[config.mk]
export PLATFORM = sky130hd
export DESIGN_NAME = pred_step_skip
export DESIGN_NICKNAME = d
export VERILOG_FILES = /design/src/rtl/pss_pkg.sv /design/src/rtl/pss_mask_sel.sv /design/src/rtl/pss_side_scan.sv /design/src/rtl/pss_ctrl.sv /design/src/rtl/pred_step_skip.sv
export SDC_FILE = /design/constraint.sdc
export NUM_CORES = 1
export LEC_CHECK = 0
export BUFFER_PORTS_ARGS = -buffer_cell sky130_fd_sc_hd__buf_2
export CORE_ASPECT_RATIO = 2
export CORE_UTILIZATION = 35
export CTS_CLUSTER_DIAMETER = 80
export CTS_CLUSTER_SIZE = 8
export DETAILED_ROUTE_END_ITERATION = 16
export HOLD_SLACK_MARGIN = 0.03
export PLACE_DENSITY = 0.54
export SLEW_MARGIN = 40
export SYNTH_ARGS = -nofsm -noshare
export SYNTH_HDL_FRONTEND = slang
export SYNTH_SLANG_ARGS = --single-unit
export TNS_END_PERCENT = 50
[constraint.sdc]
create_clock -name clk -period 7.2 [get_ports clk]
set_input_delay 0.36 -clock clk [delete_from_list [all_inputs] [get_ports clk]]
set_output_delay 0.36 -clock clk [all_outputs]
set_load 0.02 [all_outputs]
[src/rtl/pss_pkg.sv]
package pss_pkg;

    typedef enum logic [1:0] {
        ST_IDLE = 2'd0,
        ST_SCAN = 2'd1,
        ST_DONE = 2'd2
    } pss_state_t;

    localparam logic [1:0] PM_NONE   = 2'b00;
    localparam logic [1:0] PM_SINGLE = 2'b01;
    localparam logic [1:0] PM_TWIN   = 2'b10;
    localparam logic [1:0] PM_RSVD   = 2'b11;

    localparam int SIDE_SRC  = 0;
    localparam int SIDE_DST  = 1;
    localparam int NUM_SIDES = 2;

endpackage

[src/rtl/pss_mask_sel.sv]
module pss_mask_sel
    import pss_pkg::*;
#(
    parameter int MASK_W = 64
) (
    input  logic [1:0]        mode,
    input  logic [MASK_W-1:0] src_mask_raw,
    input  logic [MASK_W-1:0] dst_mask_raw,
    output logic [MASK_W-1:0] src_mask_eff,
    output logic [MASK_W-1:0] dst_mask_eff
);

    localparam logic [MASK_W-1:0] ALL_ONES = {MASK_W{1'b1}};

    always_comb begin
        unique case (mode)
            PM_SINGLE: begin
                src_mask_eff = dst_mask_raw;
                dst_mask_eff = dst_mask_raw;
            end
            PM_TWIN: begin
                src_mask_eff = src_mask_raw;
                dst_mask_eff = dst_mask_raw;
            end
            PM_NONE, PM_RSVD: begin
                src_mask_eff = ALL_ONES;
                dst_mask_eff = ALL_ONES;
            end
            default: begin
                src_mask_eff = ALL_ONES;
                dst_mask_eff = ALL_ONES;
            end
        endcase
    end

endmodule

[src/rtl/pss_side_scan.sv]
module pss_side_scan #(
    parameter int IDX_W  = 7,
    parameter int MASK_W = 64
) (
    input  logic              clk,
    input  logic              rst_n,
    input  logic              load,
    input  logic              scan,
    input  logic [IDX_W-1:0]  idx_init,
    input  logic [MASK_W-1:0] mask_init,
    input  logic              zero_en_init,
    input  logic [IDX_W-1:0]  vl_q,
    output logic [IDX_W-1:0]  idx_q,
    output logic              settled,
    output logic              zero_flag
);

    localparam int SEL_W = $clog2(MASK_W);
    localparam logic [IDX_W:0] MASK_LIMIT = (IDX_W+1)'(MASK_W);

    logic [MASK_W-1:0] mask_q;
    logic              zero_en_q;
    logic              in_mask;
    logic              below_vl;
    logic              cur_bit;

    // Capture and step register for this side
    always_ff @(posedge clk or negedge rst_n) begin
        if (!rst_n) begin
            idx_q     <= '0;
            mask_q    <= '0;
            zero_en_q <= 1'b0;
        end else if (load) begin
            idx_q     <= idx_init;
            mask_q    <= mask_init;
            zero_en_q <= zero_en_init;
        end else if (scan && !settled) begin
            idx_q <= idx_q + IDX_W'(1);
        end
    end

    // Candidate bit lookup; indices past the mask width read as clear
    always_comb begin
        in_mask  = ({1'b0, idx_q} < MASK_LIMIT);
        below_vl = (idx_q < vl_q);
        cur_bit  = in_mask ? mask_q[idx_q[SEL_W-1:0]] : 1'b0;
        settled  = zero_en_q || !below_vl || cur_bit;
        zero_flag = zero_en_q && below_vl && !cur_bit;
    end

    // an unsettled side moves exactly one element per scan cycle
    assert_step_one_R3: assert property (@(posedge clk) disable iff (!rst_n)
        (scan && !load && !settled) |=> (idx_q == $past(idx_q) + IDX_W'(1)));

    // a zeroing side never moves while scanning
    assert_zero_no_skip_R5: assert property (@(posedge clk) disable iff (!rst_n)
        (scan && !load && zero_en_q) |=> $stable(idx_q));

    // without load or scan the index holds
    assert_idx_hold_R9: assert property (@(posedge clk) disable iff (!rst_n)
        (!load && !scan) |=> $stable(idx_q));

    // a side never walks past VL
    assert_no_pass_vl_R6: assert property (@(posedge clk) disable iff (!rst_n)
        (scan && !load && (idx_q >= vl_q)) |=> $stable(idx_q));

endmodule

[src/rtl/pss_ctrl.sv]
module pss_ctrl
    import pss_pkg::*;
(
    input  logic clk,
    input  logic rst_n,
    input  logic start,
    input  logic vl_zero,
    input  logic all_settled,
    output logic load,
    output logic scan,
    output logic busy,
    output logic done
);

    pss_state_t state_q;
    pss_state_t state_d;

    // State register
    always_ff @(posedge clk or negedge rst_n) begin
        if (!rst_n) begin
            state_q <= ST_IDLE;
        end else begin
            state_q <= state_d;
        end
    end

    // Next-state logic
    always_comb begin
        state_d = state_q;
        unique case (state_q)
            ST_IDLE, ST_DONE: begin
                if (start) begin
                    state_d = vl_zero ? ST_DONE : ST_SCAN;
                end
            end
            ST_SCAN: begin
                if (all_settled) begin
                    state_d = ST_DONE;
                end
            end
            default: state_d = ST_IDLE;
        endcase
    end

    // Output decode
    always_comb begin
        load = 1'b0;
        scan = 1'b0;
        busy = 1'b0;
        done = 1'b0;
        unique case (state_q)
            ST_IDLE: begin
                load = start;
            end
            ST_SCAN: begin
                scan = 1'b1;
                busy = 1'b1;
            end
            ST_DONE: begin
                load = start;
                done = 1'b1;
            end
            default: begin
                load = 1'b0;
            end
        endcase
    end

    // settled scan finishes on the next edge
    assert_finish_R7: assert property (@(posedge clk) disable iff (!rst_n)
        (busy && all_settled) |=> done);

    // busy and done are never high together
    assert_busy_done_excl_R7: assert property (@(posedge clk) disable iff (!rst_n)
        !(busy && done));

    // a zero-length request completes on the sampling edge
    assert_vl_zero_R8: assert property (@(posedge clk) disable iff (!rst_n)
        (load && vl_zero) |=> done);

    // done holds until a new start is accepted
    assert_done_hold_R9: assert property (@(posedge clk) disable iff (!rst_n)
        (done && !start) |=> done);

endmodule

[src/rtl/pred_step_skip.sv]
module pred_step_skip
    import pss_pkg::*;
#(
    parameter int IDX_W  = 7,
    parameter int MASK_W = 64
) (
    input  logic              clk,
    input  logic              rst_n,
    input  logic              start,
    input  logic [1:0]        pred_mode,
    input  logic [IDX_W-1:0]  src_idx_in,
    input  logic [IDX_W-1:0]  dst_idx_in,
    input  logic [IDX_W-1:0]  vl_in,
    input  logic [MASK_W-1:0] src_mask_in,
    input  logic [MASK_W-1:0] dst_mask_in,
    input  logic              src_zero_en,
    input  logic              dst_zero_en,
    output logic              busy,
    output logic              done,
    output logic [IDX_W-1:0]  src_idx_out,
    output logic [IDX_W-1:0]  dst_idx_out,
    output logic              src_zero,
    output logic              dst_zero
);

    logic              load;
    logic              scan;
    logic              all_settled;
    logic [IDX_W-1:0]  vl_q;
    logic [MASK_W-1:0] src_mask_eff;
    logic [MASK_W-1:0] dst_mask_eff;

    logic [IDX_W-1:0]  side_idx_init [NUM_SIDES];
    logic [MASK_W-1:0] side_mask_init[NUM_SIDES];
    logic              side_zen_init [NUM_SIDES];
    logic [IDX_W-1:0]  side_idx      [NUM_SIDES];
    logic              side_settled  [NUM_SIDES];
    logic              side_zero     [NUM_SIDES];

    // Captured vector length, shared by both sides
    always_ff @(posedge clk or negedge rst_n) begin
        if (!rst_n) begin
            vl_q <= '0;
        end else if (load) begin
            vl_q <= vl_in;
        end
    end

    pss_mask_sel #(
        .MASK_W (MASK_W)
    ) mask_sel_i (
        .mode         (pred_mode),
        .src_mask_raw (src_mask_in),
        .dst_mask_raw (dst_mask_in),
        .src_mask_eff (src_mask_eff),
        .dst_mask_eff (dst_mask_eff)
    );

    always_comb begin
        side_idx_init[SIDE_SRC]  = src_idx_in;
        side_idx_init[SIDE_DST]  = dst_idx_in;
        side_mask_init[SIDE_SRC] = src_mask_eff;
        side_mask_init[SIDE_DST] = dst_mask_eff;
        side_zen_init[SIDE_SRC]  = src_zero_en;
        side_zen_init[SIDE_DST]  = dst_zero_en;
    end

    for (genvar g = 0; g < NUM_SIDES; g++) begin : g_side
        pss_side_scan #(
            .IDX_W  (IDX_W),
            .MASK_W (MASK_W)
        ) side_i (
            .clk          (clk),
            .rst_n        (rst_n),
            .load         (load),
            .scan         (scan),
            .idx_init     (side_idx_init[g]),
            .mask_init    (side_mask_init[g]),
            .zero_en_init (side_zen_init[g]),
            .vl_q         (vl_q),
            .idx_q        (side_idx[g]),
            .settled      (side_settled[g]),
            .zero_flag    (side_zero[g])
        );
    end

    assign all_settled = side_settled[SIDE_SRC] && side_settled[SIDE_DST];

    pss_ctrl ctrl_i (
        .clk         (clk),
        .rst_n       (rst_n),
        .start       (start),
        .vl_zero     (vl_in == '0),
        .all_settled (all_settled),
        .load        (load),
        .scan        (scan),
        .busy        (busy),
        .done        (done)
    );

    assign src_idx_out = side_idx[SIDE_SRC];
    assign dst_idx_out = side_idx[SIDE_DST];
    assign src_zero    = side_zero[SIDE_SRC];
    assign dst_zero    = side_zero[SIDE_DST];

    // while done is held without start the results stay put
    assert_result_hold_R9: assert property (@(posedge clk) disable iff (!rst_n)
        (done && !start) |=> ($stable(src_idx_out) && $stable(dst_idx_out)
                              && $stable(src_zero) && $stable(dst_zero)));

endmodule

==> impl_results.md, run 1 <==
- Number of synthesized flops with an enable pin: 0
- Final net count: around 1300
- Final setup viols: 0
- Sequential cell area fraction in the yosys report: between 40 and 50%
- Initial core utilization: 35.7%
- Final Hold Fails: 0
- CTS Buf Count: 17
- Synth Net Count: ~1200
- Die area: about 0.025 sq mm
- Vias: between 7000 and 8000
- Flops & latches, synth: 153
- Final TNS setup: 0 ns
- Warning count from the yosys run: 0
- Leading cell type in the layout, fill and taps excluded: nand2_1
- Non-filler cells, final: between 1000 and 1500
- Max Cap Violations: 0
- Antenna-violating nets left: 0
- Period utilization: 48.2%
- Power Density: 429 mW/mm^2
- Number of global-route vias before repair: between 7000 and 8000
- Slew Viols, Final: 0
- Global-route wire length before repair: roughly 42000 microns
- VDD IR max: 0.171 mV
- I/O Buffers: 173
- Asr flop ratio synth: 100%
- CP required: roughly 6.8 ns
- Cts repair resizes: 0
- Syn Area/Cell: 8.60 sq um
- Global-route usage over all layers: 22.0%
- DR pass1 iterations: 4
- Core area: 0.0239 sq mm
- Int Pwr: roughly 2.6 mW
- NetSw: about 1.8 mW
- Final wirelength: 26500 microns
- Gpl congestion: a little under 0.8
- Netlist Area Pre-Place: around 0.0085 sq mm
- Status: finished, final reports clean
- DR WL/cell: between 15 and 20 microns
- CP max FO: 20
- Placed Cells: approximately 1400
- Slew @ Worst Pin: slightly below 0.8 ns
- Drt initial violations: roughly 480
- Final Util: between 40 and 50%
- Distinct cells, synth: 48
- Clock skew: 0.0102 ns
- Initial antenna violation count: 0
- Primary FF master, synth: dfrtp_1
- Io pins: approximately 170
- Slew margin rel.: 47.5%
- Clock power frac: between 20% and 30%
- Most frequent cells in the layout: nand2_1 (218), buf_2 (173), dfrtp_1 (152)
- Residual DRC: 0
- GRT overflow: 0
- Critical path class: flip-flop to primary output
- Die span in x: around 110 microns
- Critical Path Source Type: flip-flop
- Worst skew pair latency: roughly 0.43 ns
- # H-tree levels: 4
- Vias per inst: ~5.3
- CTS tree: yes
- Clock Pin Slew Worst Setup and Hold Paths: roughly 0.070 ns
- ANT cells: 0
- # clock sinks: 153
- Area Growth Syn to Fin: 18.6%
- Largest net degree at the start of global routing: 111
- Min Clock Period, post-route: between 3 and 4 ns
- Sequential share of power: around two fifths
- Comb power frac: about 41%
- Die H: 223 microns
- RSZ-0062 raised after global routing: no
- Fmax: a little under 0.3 GHz
- CP Capture Type: primary output
- HP Class: input pin to flip-flop
- CTS max path bufs: 2
- Worst Path Arrival: 3.11 ns
- Std-Cell Rows: 80
- Switching Share: roughly 40%
- Root buffer cell: clkbuf_16
- Post-Syn Instances: ~990
- Share of cells above drive strength 1: ~22%
- Leak pwr: around 4.7 nW
- Dpl hpwl: between 15000 and 20000 microns
[final timing paths]
check / start / to / slack, ns / cells after the start
max: g_side[1].side_i.idx_q[2]$_DFFE_PN0P_ / dst_zero / 3.73 / 8
min: src_idx_in[5] / g_side[0].side_i.idx_q[5]$_DFFE_PN0P_ / 0.13 / 3
max reg2reg: g_side[1].side_i.idx_q[2]$_DFFE_PN0P_ / g_side[1].side_i.idx_q[4]$_DFFE_PN0P_ / 4.03 / 8
min reg2reg: g_side[1].side_i.mask_q[6]$_DFFE_PN0P_ / g_side[1].side_i.mask_q[6]$_DFFE_PN0P_ / 0.46 / 2
max in group asynchronous: rst_n / g_side[0].side_i.mask_q[22]$_DFFE_PN0P_ / 5.41 / 3
min in group asynchronous: rst_n / g_side[1].side_i.mask_q[17]$_DFFE_PN0P_ / 0.51 / 2
[metrics by stage]
stage / hold slack [ns] / total power, mW / worst slack, ns / area, sq um
final: 0.130 / 4.34 / 3.73 / 10100
after global routing: 0.141 / 4.68 / 3.60 / 10100
after CTS: 0.121 / 4.38 / 3.72 / 10100
after detailed placement: 0.452 / 3.50 / 4.03 / 9540
after global placement: 0.444 / 3.44 / 4.11 / 9510
after floorplan: 0.0644 / 2.90 / 4.39 / 8530
[Yosys cell counts (2+ instances only)]
master    number  area share (%)
a211o_1        3            0.31
a21o_1         6            0.53
a21oi_1      139             8.2
a221oi_1       2            0.21
a22oi_1        3            0.26
a31oi_1       10            0.73
and2_1         5            0.37
buf_1          5            0.22
clkbuf_1      76             3.3
dfrtp_1      153              45
ha_1          16             2.3
inv_1         16            0.70
mux2i_1        9             1.1
mux4_1        13             4.0
mux4_2        18             4.8
nand2_1      218             9.6
nand2b_1       4            0.29
nand3_1        9            0.53
nand3b_1       2            0.18
nand4_1        4            0.29
nor2_1        83             3.7
nor2b_1        8            0.59
nor3_1         3            0.18
nor4_1         2            0.15
o211ai_1       2            0.18
o21ai_0      142             8.3
o22ai_1        2            0.15
o31ai_1        7            0.62
or3_1          4            0.29
or3b_2         3            0.31
or4_1          8            0.70
[per-layer routing]
metal | track usage [%] | vias up | share of wire [%]
li1 | - | 3703 | -
met1 | 25.3 | 3620 | 39
met2 | 40.8 | 169 | 55
met3 | 3.16 | 40 | 3.0
met4 | 8.09 | 0 | 2.8
met5 | 0 | - | 0
[cell type report]
cell class	instances	area, sq um
fillers	2435	13800
multi-input cells	738	4330
clock buffers	18	429
well taps	287	359
repair buffers	184	970
flip-flops and latches	153	3830
inverters	16	60.1
clock inverters	14	139
[cell families after synthesis]
kind of cell	synth area share [%]
muxes	9.81
DFF	44.9
buffers and inverters	4.78
adders and majority gates	2.35
and+or+nand+nor	17.4
AOI/OAI and AO/OA	20.8
[power groups by stage]
stage               clock [mW]  combinational, mW  sequential, mW
floorplan                    0               1.36            1.53
global placement             0               1.73            1.72
detailed placement           0               1.78            1.72
CTS                      0.891               1.78            1.71
global route             0.923               2.00            1.76
finish                   0.878               1.76            1.70
[worst max-delay path, stage by stage, from the launching register on]
cell,delay [ns]
dfrtp_1,0.85
mux4_2,0.42
o32ai_1,0.37
nor4_1,0.09
a22oi_1,0.18
o211ai_1,0.24
buf_2,0.26
nor2_1,0.10
buf_2,0.17
[repair_timing]
item / CTS / global route
setup buffers: 0 / 0
endpoints found under the hold margin: 73 / 0
hold buffers: 1 / 0
setup endpoints to repair: 0 / 0
[state kept, by name, indices dropped and copies added, names as in the netlist]
name,cells
ctrl_i.state_q,2
g_side.side_i.idx_q,14
g_side.side_i.mask_q,128
g_side.side_i.zero_en_q,2
vl_q,7
Power figures use the tool's default switching activity.
==> inputs of run 2 (changes only) <==
==> constraint.sdc (replaced) <==
create_clock -name clk -period 3.48 [get_ports clk]
set_input_delay 0.174 -clock clk [delete_from_list [all_inputs] [get_ports clk]]
set_output_delay 0.174 -clock clk [all_outputs]
set_load 0.02 [all_outputs]
==> run 2 against run 1 <==
Net effect:
- global-route usage up 1.0 points
- largest cell class unchanged
- cell area up 8.1%
- worst hold slack got worse by 0.093 ns
- total power grew 120%
- via count grew 5.5%
- sequential share of layout area fell by 2.8 points
- critical endpoint unchanged
- largest power group unchanged
==> impl_results.md, run 2 (synthesis results as in run 1) <==
- Hold Path Sink: g_side[1].side_i.mask_q[30]$_DFFE_PN0P_
- Switching Share: between 30% and 40%
- Largest registers: g_side.side_i.mask_q: 128 flops, g_side.side_i.idx_q: 14 flops, vl_q: 7 flops
- Die H: 223 microns
- Comb power frac: approximately two fifths
- Int Pwr: 5.73 mW
- GRT overflow: 0
- Most frequent cells in the layout: nand2_1 (218), buf_2 (173), dfrtp_1 (153)
- Crit Reg-Reg Endpoint: g_side[1].side_i.idx_q[5]$_DFFE_PN0P_
- Hold WS: ~0.037 ns
- Setup Buffers After CTS: 0
- Core area: 0.0239 sq mm
- Min-delay src: dst_mask_in[30]
- CTS Buf Count: 17
- Final TNS setup: 0 ns
- Initial core utilization: between 30 and 40%
- NetSw: about 3.8 mW
- CP required: roughly 3.3 ns
- Slew margin rel.: 52.4%
- Final setup viols: 0
- Die span in x: 112 microns
- Critical path class: flip-flop to primary output
- Global-route usage over all layers: between 20% and 30%
- RSZ-0062 raised after global routing: no
- Biggest register: g_side.side_i.mask_q
- Final Hold Fails: 0
- Period utilization: about nine tenths
- Slew @ Worst Pin: just over 0.7 ns
- HP Class: input pin to flip-flop
- Drt initial violations: between 300 and 400
- Critical Path Source Type: flip-flop
- ANT cells: 0
- Cts repair resizes: 0
- Vias per inst: about 5.4
- # clock sinks: about 150
- Worst skew pair latency: approximately 0.42 ns
- CP Capture Type: primary output
- Residual DRC: 0
- Final net count: ~1400
- Sequential share of power: 37.1%
- DR WL/cell: 18.9 microns
- Worst R2R Path Depth: 9
- Hold path depth: 3
- Global-route wire length before repair: ~43000 microns
- Initial antenna violation count: 0
- Clock power frac: between 20 and 25%
- Max Cap Violations: 0
- Io pins: ~170
- Gpl congestion: around 0.81
- Fmax: about 0.32 GHz
- Slew Viols, Final: 0
- # H-tree levels: 4
- CP max FO: 20
- Area Growth Syn to Fin: 28.2%
- Root buffer cell: clkbuf_16
- Antenna-violating nets left: 0
- Leading cell type in the layout, fill and taps excluded: nand2_1
- Worst Path Arrival: slightly below 3 ns
- Die area: 0.0250 sq mm
- Vias: about 7900
- Status: finished, final reports clean
- I/O Buffers: 173
- Dpl hpwl: 20400 microns
- Number of global-route vias before repair: 8054
- R2r setup slk: approximately 0.52 ns
- CTS tree: yes
- Power Density: approximately 870 mW/mm^2
- Final wirelength: between 20000 and 30000 microns
- DR pass1 iterations: 5
- Clock skew: between 0.008 and 0.009 ns
- VDD IR max: 0.341 mV
- Share of cells above drive strength 1: between 20% and 30%
- Largest net degree at the start of global routing: 90
- Max FFs per register: between 100 and 150
- Min Clock Period, post-route: around 3.1 ns
- Std-Cell Rows: 80
- CTS max path bufs: 2
- Clock Pin Slew Worst Setup and Hold Paths: 0.06 ns
- Leak pwr: roughly 5 nW
- RR Startpoint: g_side[1].side_i.idx_q[0]$_DFFE_PN0P_
[run 2: cell types whose count changed in the layout (fill, tap and decap cells not counted), moves of 2 or more]
cell | previous run | this run
clkinv_4 | 1 | 4
clkinvlp_4 | 6 | 0
buf_12 | 0 | 7
inv_6 | 5 | 3
buf_4 | 6 | 13
buf_6 | 3 | 1
bufinv_16 | 1 | 5
dlygate4sd3_1 | 1 | 58
[run 2: power by group through the flow]
stage	Combinational (mW)	Clock [mW]	Sequential (mW)
after floorplan	2.82	0	3.17
after global placement	3.73	0	3.58
after detailed placement	3.86	0	3.56
after CTS	3.92	2.12	3.53
after global routing	4.34	2.19	3.62
final	3.89	2.07	3.52
[run 2: critical path, cell delays in order (launching register included)]
cell and delay [ns]:
dfrtp_1 0.40, buf_12 0.20, mux4_2 0.53, nor4b_1 0.28, a21oi_1 0.12, a22oi_1 0.20
o211ai_1 0.21, buf_2 0.24, nor2_1 0.11, buf_2 0.17
[run 2: timing repair]
action | CTS | global route
setup endpoints to repair | 0 | 0
hold endpoints to repair | 115 | 2
hold buffers | 56 | 2
[run 2: layer usage]
layer | share of wire, % | wire [microns] | GRT usage, %
met1 | 38 | 10700 | 25.5
met4 | 5.3 | 1490 | 13.7
met3 | 3.0 | 829 | 2.43
met2 | 53 | 14900 | 42.0
met5 | 0 | 0 | 0
[run 2: worst max path at each step]
stage	endpoint	from	slack (ns)	depth (start not counted)
floorplan	g_side[0].side_i.idx_q[6]$_DFFE_PN0P_	g_side[0].side_i.idx_q[1]$_DFFE_PN0P_	0.74	9
global placement	g_side[1].side_i.idx_q[5]$_DFFE_PN0P_	g_side[1].side_i.idx_q[2]$_DFFE_PN0P_	0.55	8
detailed placement	g_side[0].side_i.idx_q[6]$_DFFE_PN0P_	g_side[0].side_i.idx_q[0]$_DFFE_PN0P_	0.56	8
CTS	dst_zero	g_side[1].side_i.idx_q[0]$_DFFE_PN0P_	0.39	9
global route	dst_zero	g_side[1].side_i.idx_q[0]$_DFFE_PN0P_	0.23	9
finish	dst_zero	g_side[1].side_i.idx_q[0]$_DFFE_PN0P_	0.40	9
[run 2: final cells by class]
class                           instances  area, sq um
Tap cell                              287          359
Clock inverter                         13          216
Timing Repair Buffer                  252         1700
Clock buffer                           19          443
Inverter                               16         60.1
Multi-Input combinational cell        738         4330
Sequential cell                       153         3830
Fill cell                            2354        13000
[run 2: per-stage QoR]
stage / worst slack, ns / cells / util (%) / power (mW) / area [sq um]
5_1_grt: 0.226 / 1478 / 45.7 / 10.1 / 10900
2_1_floorplan: 0.741 / 992 / - / 5.99 / 8530
3_3_place_gp: 0.552 / 1385 / 40.3 / 7.31 / 9650
4_1_cts: 0.395 / 1476 / 45.6 / 9.58 / 10900
6_report: 0.400 / 1478 / 45.7 / 9.49 / 10900
3_5_place_dp: 0.561 / 1388 / 40.5 / 7.42 / 9700
